<file path="src/rtl/vca_pkg.sv">
package vca_pkg;

    // Admission phase of the allocator.
    typedef enum logic {
        ST_OPEN = 1'b0,   // no grant outstanding, may admit
        ST_HOLD = 1'b1    // grant outstanding until its request drops
    } vca_state_e;

endpackage

</file>
<file path="src/rtl/vca_rr_pick.sv">
// Round-robin selection: first requesting line at or after ptr, wrapping.
module vca_rr_pick #(
    parameter int NUM = 4,
    localparam int IW = (NUM > 1) ? $clog2(NUM) : 1
) (
    input  logic [NUM-1:0] req,
    input  logic [IW-1:0]  ptr,
    output logic           found,
    output logic [IW-1:0]  idx
);

    logic [IW-1:0] cand;

    always_comb begin
        found = 1'b0;
        idx   = '0;
        cand  = '0;
        // Scan downward so the smallest offset from ptr is written last.
        for (int k = NUM - 1; k >= 0; k--) begin
            cand = ptr + IW'(k);
            if (req[cand]) begin
                found = 1'b1;
                idx   = cand;
            end
        end
    end

endmodule

</file>
<file path="src/rtl/vca_free_pick.sv">
// Lowest-numbered channel whose busy flag is low.
module vca_free_pick #(
    parameter int NUM = 3,
    localparam int VW = (NUM > 1) ? $clog2(NUM) : 1
) (
    input  logic [NUM-1:0] busy,
    output logic           found,
    output logic [VW-1:0]  idx
);

    always_comb begin
        found = 1'b0;
        idx   = '0;
        for (int v = NUM - 1; v >= 0; v--) begin
            if (!busy[v]) begin
                found = 1'b1;
                idx   = VW'(v);
            end
        end
    end

endmodule

</file>
<file path="src/rtl/vca_slot.sv">
// One output virtual channel's ownership record.
module vca_slot #(
    parameter int SRC_W = 3
) (
    input  logic             clk,
    input  logic             rst_n,
    input  logic             load,
    input  logic [SRC_W-1:0] load_src,
    input  logic             release_i,
    output logic             busy,
    output logic [SRC_W-1:0] src
);

    typedef struct packed {
        logic             busy;
        logic [SRC_W-1:0] src;
    } slot_t;

    slot_t slot_d, slot_q;

    always_comb begin
        slot_d = slot_q;
        // A finished tail frees the channel and forgets the owner.
        if (release_i && slot_q.busy) begin
            slot_d = '0;
        end
        // Admission only ever targets a free channel.
        if (load) begin
            slot_d.busy = 1'b1;
            slot_d.src  = load_src;
        end
    end

    always_ff @(posedge clk or negedge rst_n) begin
        if (!rst_n) begin
            slot_q <= '0;
        end else begin
            slot_q <= slot_d;
        end
    end

    assign busy = slot_q.busy;
    assign src  = slot_q.src;

    AST_LOAD_ONLY_FREE: assert property (@(posedge clk) disable iff (!rst_n)
        load |-> !busy);

    AST_TAIL_FREES: assert property (@(posedge clk) disable iff (!rst_n)
        (release_i && busy && !load) |=> (!busy && src == '0));

    AST_IDLE_TAIL_IGNORED: assert property (@(posedge clk) disable iff (!rst_n)
        (release_i && !busy && !load) |=> (!busy && src == '0));

    AST_OWNER_WHEN_BUSY: assert property (@(posedge clk) disable iff (!rst_n)
        busy == (src != '0));

endmodule

</file>
<file path="src/rtl/vc_admit.sv">
// Admission control for the virtual channels of one service level.
module vc_admit
    import vca_pkg::*;
#(
    parameter int NUM_IN  = 4,   // requesting input channels, power of two
    parameter int NUM_OUT = 3,   // output channels managed here
    localparam int IN_W  = (NUM_IN > 1) ? $clog2(NUM_IN) : 1,
    localparam int VC_W  = (NUM_OUT > 1) ? $clog2(NUM_OUT) : 1,
    localparam int SRC_W = $clog2(NUM_IN + 1)
) (
    input  logic                     clk,
    input  logic                     rst_n,
    input  logic [NUM_IN-1:0]        hdr_req,
    input  logic [NUM_OUT-1:0]       tail_done,
    output logic [NUM_IN-1:0]        grant,
    output logic [VC_W-1:0]          assign_vc,
    output logic [NUM_OUT-1:0]       vc_busy,
    output logic [NUM_OUT*SRC_W-1:0] vc_src
);

    typedef struct packed {
        vca_state_e        st;
        logic [NUM_IN-1:0] gnt;
        logic [VC_W-1:0]   vc;
        logic [IN_W-1:0]   ptr;
    } ctl_t;

    ctl_t ctl_d, ctl_q;

    logic            req_found;
    logic [IN_W-1:0] req_idx;
    logic            free_found;
    logic [VC_W-1:0] free_idx;
    logic            do_assign;
    logic [SRC_W-1:0] win_src;

    vca_rr_pick #(.NUM(NUM_IN)) u_rr (
        .req   (hdr_req),
        .ptr   (ctl_q.ptr),
        .found (req_found),
        .idx   (req_idx)
    );

    vca_free_pick #(.NUM(NUM_OUT)) u_free (
        .busy  (vc_busy),
        .found (free_found),
        .idx   (free_idx)
    );

    assign do_assign = (ctl_q.st == ST_OPEN) && req_found && free_found;
    assign win_src   = SRC_W'(req_idx) + SRC_W'(1);

    always_comb begin
        ctl_d = ctl_q;
        if (ctl_q.st == ST_OPEN) begin
            if (do_assign) begin
                ctl_d.st  = ST_HOLD;
                ctl_d.gnt = NUM_IN'(1) << req_idx;
                ctl_d.vc  = free_idx;
                ctl_d.ptr = req_idx + IN_W'(1);   // wraps since NUM_IN is 2**IN_W
            end
        end else begin
            if (!(|(hdr_req & ctl_q.gnt))) begin
                ctl_d.st  = ST_OPEN;
                ctl_d.gnt = '0;
            end
        end
    end

    always_ff @(posedge clk or negedge rst_n) begin
        if (!rst_n) begin
            ctl_q <= '0;
        end else begin
            ctl_q <= ctl_d;
        end
    end

    for (genvar v = 0; v < NUM_OUT; v++) begin : g_slot
        vca_slot #(.SRC_W(SRC_W)) u_slot (
            .clk       (clk),
            .rst_n     (rst_n),
            .load      (do_assign && (free_idx == VC_W'(v))),
            .load_src  (win_src),
            .release_i (tail_done[v]),
            .busy      (vc_busy[v]),
            .src       (vc_src[v*SRC_W +: SRC_W])
        );
    end

    assign grant     = ctl_q.gnt;
    assign assign_vc = ctl_q.vc;

    AST_GRANT_ONEHOT0: assert property (@(posedge clk) disable iff (!rst_n)
        $onehot0(grant));

    AST_GRANT_HELD: assert property (@(posedge clk) disable iff (!rst_n)
        (|(grant & hdr_req)) |=> ($stable(grant) && $stable(assign_vc)));

    AST_GRANT_DROPS: assert property (@(posedge clk) disable iff (!rst_n)
        ((grant != '0) && !(|(grant & hdr_req))) |=> (grant == '0));

    AST_GRANT_HAD_REQ: assert property (@(posedge clk) disable iff (!rst_n)
        $rose(|grant) |-> ((|($past(hdr_req) & grant)) && (|$past(~vc_busy))));

    AST_NO_BUSY_WITHOUT_GRANT: assert property (@(posedge clk) disable iff (!rst_n)
        ((grant == '0) && (|hdr_req) == 1'b0) |=> ($countones(vc_busy) <= $countones($past(vc_busy))));

endmodule

</file>
<file path="config.mk">
export PLATFORM = sky130hd
export DESIGN_NAME = vc_admit
export DESIGN_NICKNAME = d
export VERILOG_FILES = /design/src/rtl/vca_pkg.sv /design/src/rtl/vca_rr_pick.sv /design/src/rtl/vca_free_pick.sv /design/src/rtl/vca_slot.sv /design/src/rtl/vc_admit.sv
export SDC_FILE = /design/constraint.sdc
export NUM_CORES = 1
export LEC_CHECK = 0
export BUFFER_PORTS_ARGS = -buffer_cell sky130_fd_sc_hd__buf_2
export CORE_MARGIN = 8
export CORE_UTILIZATION = 30
export DETAILED_ROUTE_END_ITERATION = 10
export GPL_ROUTABILITY_DRIVEN = 1
export PLACE_DENSITY = 0.56
export SLEW_MARGIN = 20
export SYNTH_ARGS = -nofsm -noshare
export SYNTH_HDL_FRONTEND = slang
export SYNTH_HIERARCHICAL = 1
export SYNTH_SLANG_ARGS = --single-unit
</file>
<file path="constraint.sdc">
create_clock -name clk -period 1.8 [get_ports clk]
set_input_delay 0.36 -clock clk [delete_from_list [all_inputs] [get_ports clk]]
set_output_delay 0.36 -clock clk [all_outputs]
set_load 0.01 [all_outputs]
</file>
# After elaboration in Yosys (flattened, before gate mapping)
# Cells that the tools add are included.
# totals
regBits	21
in_bits	9
out_inout_bits	18
elab_cells	72
# op_classes
addsub	5
n_lt_le_gt_ge	4
n_eq_ne	3
shifts	1
n_mux	31
n_bitwise	2
reduce_logical	16
# op_table
cell	n
4-bit two-way mux	6
2-bit two-way mux	7
2-bit by 3-bit less-than comparator with 1-bit output (second input constant)	4
1-bit two-way mux	11
5-bit two-way mux	2
9-bit two-way mux	1
1-bit binary-select mux with 2-bit select	4
1-bit logical AND	8
2-bit nonzero test	4
2-bit by 1-bit adder with 2-bit output (second input constant)	2
2-bit adder (second input constant)	2
4-bit bitwise AND	1
2-bit AND reduction	2
4-bit OR reduction	1
1-bit by 2-bit left shift with 4-bit output (first input constant)	1
2-bit by 1-bit adder with 3-bit output (second input constant)	1
2-bit by 1-bit equality test with 1-bit output (second input constant)	1
2-bit equality test (second input constant)	1
2-bit logical NOT	1
2-bit inequality test (second input constant)	1
1-bit NOT	1

# Longest topological paths before layout
# logic_depth
word_depth	11
mapped_depth	7
depth_no_buf	7

# Cells and area by module
# Netlist, hierarchy kept.
# by_module_without_submodules
mod	instances	cells_per_inst	area_each_um2	seq_area_each_um2
vc_admit	1	47	536.8	225.2
vca_slot	3	13	161.4	100.1
vca_rr_pick	1	13	77.6	0.0
vca_free_pick	1	3	23.8	0.0

# Least setup slack after synthesis
# No wires, ideal clock.
# synth_path
path_kind	register -> register
startpoint	reg g_slot[1].u_slot.slot_q, in the netlist g_slot[1].u_slot/busy
endpoint	reg g_slot[2].u_slot.slot_q, in the netlist g_slot[2].u_slot/src[0]
setup_time_ps	121
arrival_time_ps	1616
required_ps	1679
path_slack_ps	63
stages_incl_launch_ff	7
period_less_slack_ps	1737
cell_sequence	dfrtp_1 > nand3_1 > nand3b_4 > buf_6 > nor3b_1 > nor2b_1 > a22o_1
# synth_between
elab_chain_len	5
# synth_lines
element	line	rtl
start: declaration	vca_slot.sv:19	slot_t slot_d, slot_q;
start signal: assignment	vca_slot.sv:38	slot_q <= slot_d;
1-bit two-way mux * (2 in series)	vca_free_pick.sv:15	if (!busy[v]) begin
via free_found	vc_admit.sv:32	logic free_found;
1-bit logical AND *	vc_admit.sv:50	assign do_assign = (ctl_q.st == ST_OPEN) && req_found && free_found;
1-bit logical AND *	vc_admit.sv:82	.load (do_assign && (free_idx == VC_W'(v))),
4-bit two-way mux or 2-bit nonzero test (tied branches)	--	
end signal: assignment	vca_slot.sv:38	
end: declaration	vca_slot.sv:19	
# The timed path passes the listed nets; every way through them passes the cells marked *.
# A chain may end at the register's enable or synchronous reset.

# Final worst setup path
# layout_path
startpoint	reg ctl_q[1] in the netlist's numbering
endpoint	reg ctl_q[1] in the netlist's numbering
# layout_rtl
element	line	rtl
start: declaration	vc_admit.sv:28	ctl_t ctl_d, ctl_q;
start signal: assignment	vc_admit.sv:74	ctl_q <= ctl_d;
2-bit adder	vca_rr_pick.sv:20	cand = ptr + IW'(k);
1-bit binary-select mux with 2-bit select	vca_rr_pick.sv:21	if (req[cand]) begin
1-bit two-way mux (implied by the code)	vca_rr_pick.sv:21	
2-bit two-way mux (3 in series)	vca_rr_pick.sv:21	
2-bit two-way mux *	vca_rr_pick.sv:21	
via req_idx[0]	vc_admit.sv:31	logic [IN_W-1:0] req_idx;
2-bit by 1-bit adder with 2-bit output *	vc_admit.sv:60	ctl_d.ptr = req_idx + IN_W'(1);
# The timed path passes the listed nets; every way through them passes the cells marked *. The select of a mux whose other input is x is not followed.

==> impl_metrics.toml <==
[global_route]
first_global_vias = 894
antenna_found_initial = 0
grt_pass1_wl_mm = 4.17
grt_max_degree = 22
grt_overflow = 0
grt_usage_pct = 8.46

[routing]
drt_iter0_markers = 21
wl_mm = 2.48
detail_route.wl_per_cell_um = 13.8
ant_nets = 0
vias_per_cell = 4.68
route.detailed.drc = 0
first_pass_iters = 4
vias = 843

[synthesis]
syn_nets = 115
ys_warn_count = 6
ys_seq_area_share_pct = 46.8
yosysTopAreaCell = "dfrtp_1"
syn-cell-area_mm2 = 0.00112
synthTopCellsByArea = "dfrtp_1 47%, a22o_1 7.8%, nor2b_1 5.0%, ha_1 4.5%, mux2i_1 4.5%"
syn_inst = 102
yosys.area.top_type_share_pct = 46.8
synth.distinct_cells = 25
synth.avg_cell_area_um2 = 11.0
ys_seq_elements = 21

[run_status]
outcome = "finished, final reports clean"

[final_layout]
mostFrequentLayoutCell = "buf_2"
multiInputGateArea_um2 = 522
seq_area_um2 = 526
num_antenna_cells = 0
utilization_pct = 37.3
layout-drive-gt1-share_pct = 37.1
nNetsFinal = 146
syn_to_final_growth_pct = 20.7
nFillCells = 387
final_cell_mix = "26 x buf_2, 21 x dfrtp_1, 10 x a22o_1, 9 x nor2b_1, 8 x nor2_1"

[pwr]
p_int_w = 0.00142
peakVddDrop_mv = 0.504
leakage_nw = 0.729
p_clk_share_pct = 13.5
switching_share_pct = 37.9
p_seq_share_pct = 36.1
comb_power_share_pct = 50.4
power_per_cell_area_mw_per_mm2 = 1680
p_sw_w = 0.000864

[clock_tree]
postCtsSetupRepairBufs = 0
cts_buffers = 3
tritoncts = "yes"
cts_max_path_buffers = 2
cts_sinks = 21
cts.htree.levels = 1
clk_pin_slew_ps = 80
clk_latency_ps = 260
hold_buffers = 0
root_buffer = "clkbuf_8"
cts.repair.resized = 0

[timing]
tns_ps = 0
hold_violations = 0
max_freq_mhz = 589
min_period_ps = 1700
fin_crit_sh_pct = 94.4
setup_viol = 0
tightest_slew_ps = 456
slew_headroom_pct = 69.6
drv_slew = 0
skew_ps = 1.02
rsz0062_at_grt = "no"

[floorplanning]
coreArea_mm2 = 0.00363
initial_core_util_pct = 30.9
num_rows = 22
die_x_um = 77.2
die_area_mm2 = 0.00595
fp.dieH_um = 77.2
ios = 27

[worst_setup_path]
crit_fanout = 6
r2r_cells = 5
cpMaxStageDelayCell = "dfrtp_1"
worst_setup_path_start_kind = "register"
ff2ff_setup_slack_ps = 100
worst-setup-path-type = "register to register"
worstSetupEndpoint = "ctl_q[1]$_DFFE_PN0P_"
r2r-start = "ctl_q[1]$_DFFE_PN0P_"
cp.depth = 5
crit_path_end_kind = "register"
crit_family = "flip-flops"
cpPeakStageDelay_ps = 440
crit_required_ps = 1950
crit_path_cell_trace = "mux2i_1 > a211oi_2 > inv_1 > ha_1 > mux2_2"
crit_start = "ctl_q[1]$_DFFE_PN0P_"
r2r-end = "ctl_q[1]$_DFFE_PN0P_"
cp.buffers_inverters = 1
crit_arrival_ps = 1850

[min_path]
hold_class = "input port to async pin"

[placement]
place.gp.congestion = 0.792
port_buffers = 26
hpwl_mm = 1.94

[flow_run]
maxCapViolCount = 0
power by group through the flow:
stage          Combinational, W  Clock, W  Sequential, W
4_1_cts                 0.00116  0.000318       0.000830
6_report                0.00115  0.000308       0.000823
5_1_grt                 0.00127  0.000343       0.000859
3_5_place_dp            0.00115         0       0.000836
2_1_floorplan          0.000799         0       0.000852
3_3_place_gp            0.00114         0       0.000832
worst min path at each step:
stage	start	endpoint	slack, ps	depth (start not counted)
after floorplan	rst_n	assign_vc[0]$_DFFE_PN0P_	60	0
after global placement	rst_n	g_slot[0].u_slot/src[0]$_DFFE_PN0P_	340	1
after detailed placement	rst_n	g_slot[0].u_slot/src[2]$_DFFE_PN0P_	350	1
after CTS	rst_n	g_slot[0].u_slot/src[2]$_DFFE_PN0P_	60	1
after global routing	rst_n	g_slot[0].u_slot/src[2]$_DFFE_PN0P_	70	1
final	rst_n	g_slot[0].u_slot/src[2]$_DFFE_PN0P_	40	1
Yosys cell counts:
cell type and number:
nor3_1 2, ha_1 4, nand3_1 1, a21o_2 3
and3b_2 1, a211oi_2 2, nand2_1 6, and2b_2 1
nor3b_1 3, buf_4 6, a21oi_1 5, mux2i_1 5
buf_6 1, a22o_1 10, a21bo_2 1, dfrtp_1 21
mux2_2 2, nand2b_1 2, inv_1 5, nor2b_1 9
o21ai_0 1, mux2_4 1, nor2_1 8, nand3b_4 1
a211oi_1 1
state kept, by name, summed over array words and instances (netlist names):
name,flops
g_slot.u_slot/src,9
grant,4
ctl_q,3
g_slot.u_slot/busy,3
assign_vc,2
final cells by class:
cell class | count | share of cell area, %
sequential | 21 | 38.8
tap | 48 | 4.43
clock buffer | 3 | 3.05
inverter | 5 | 1.39
multi-input combinational | 69 | 38.5
clock inverter | 1 | 0.369
timing repair buffer | 33 | 13.5
metrics by stage:
| stage | area [um^2] | hold slack [ps] | cells | total power [W] | setup WS, ps |
|---|---|---|---|---|---|
| global route | 1360 | 70.9 | 180 | 0.00247 | 9.20 |
| CTS | 1350 | 61.0 | 179 | 0.00231 | 74.9 |
| finish | 1360 | 40.7 | 180 | 0.00228 | 101 |
| floorplan | 1120 | 64.4 | 102 | 0.00165 | 62.7 |
| detailed placement | 1300 | 348 | 175 | 0.00199 | 22.0 |
| global placement | 1300 | 339 | 175 | 0.00197 | 79.0 |
metal layers:
metal	up-vias	wire, um	global-route usage [%]	part of all wire, %
li1	410	-	-	-
met1	412	1120	9.92	45
met2	19	1200	14.3	48
met3	2	151	3.50	6.1
met4	0	6	1.13	0.24
met5	-	0	0	0
logic make-up after synthesis:
group | after synthesis | synth area share (%)
compound gates | 23 | 16.6
fa+ha+maj | 4 | 4.46
buf+inv | 12 | 6.69
flops | 21 | 46.8
mux | 8 | 7.80
simple gates | 34 | 17.6
worst reg2reg max path: stages, from the launching register on:
cell	delay [ps]
dfrtp_1	440
mux2i_1	150
a211oi_2	280
inv_1	90
ha_1	350
mux2_2	270
No activity file was read; power rests on OpenSTA's default activity.
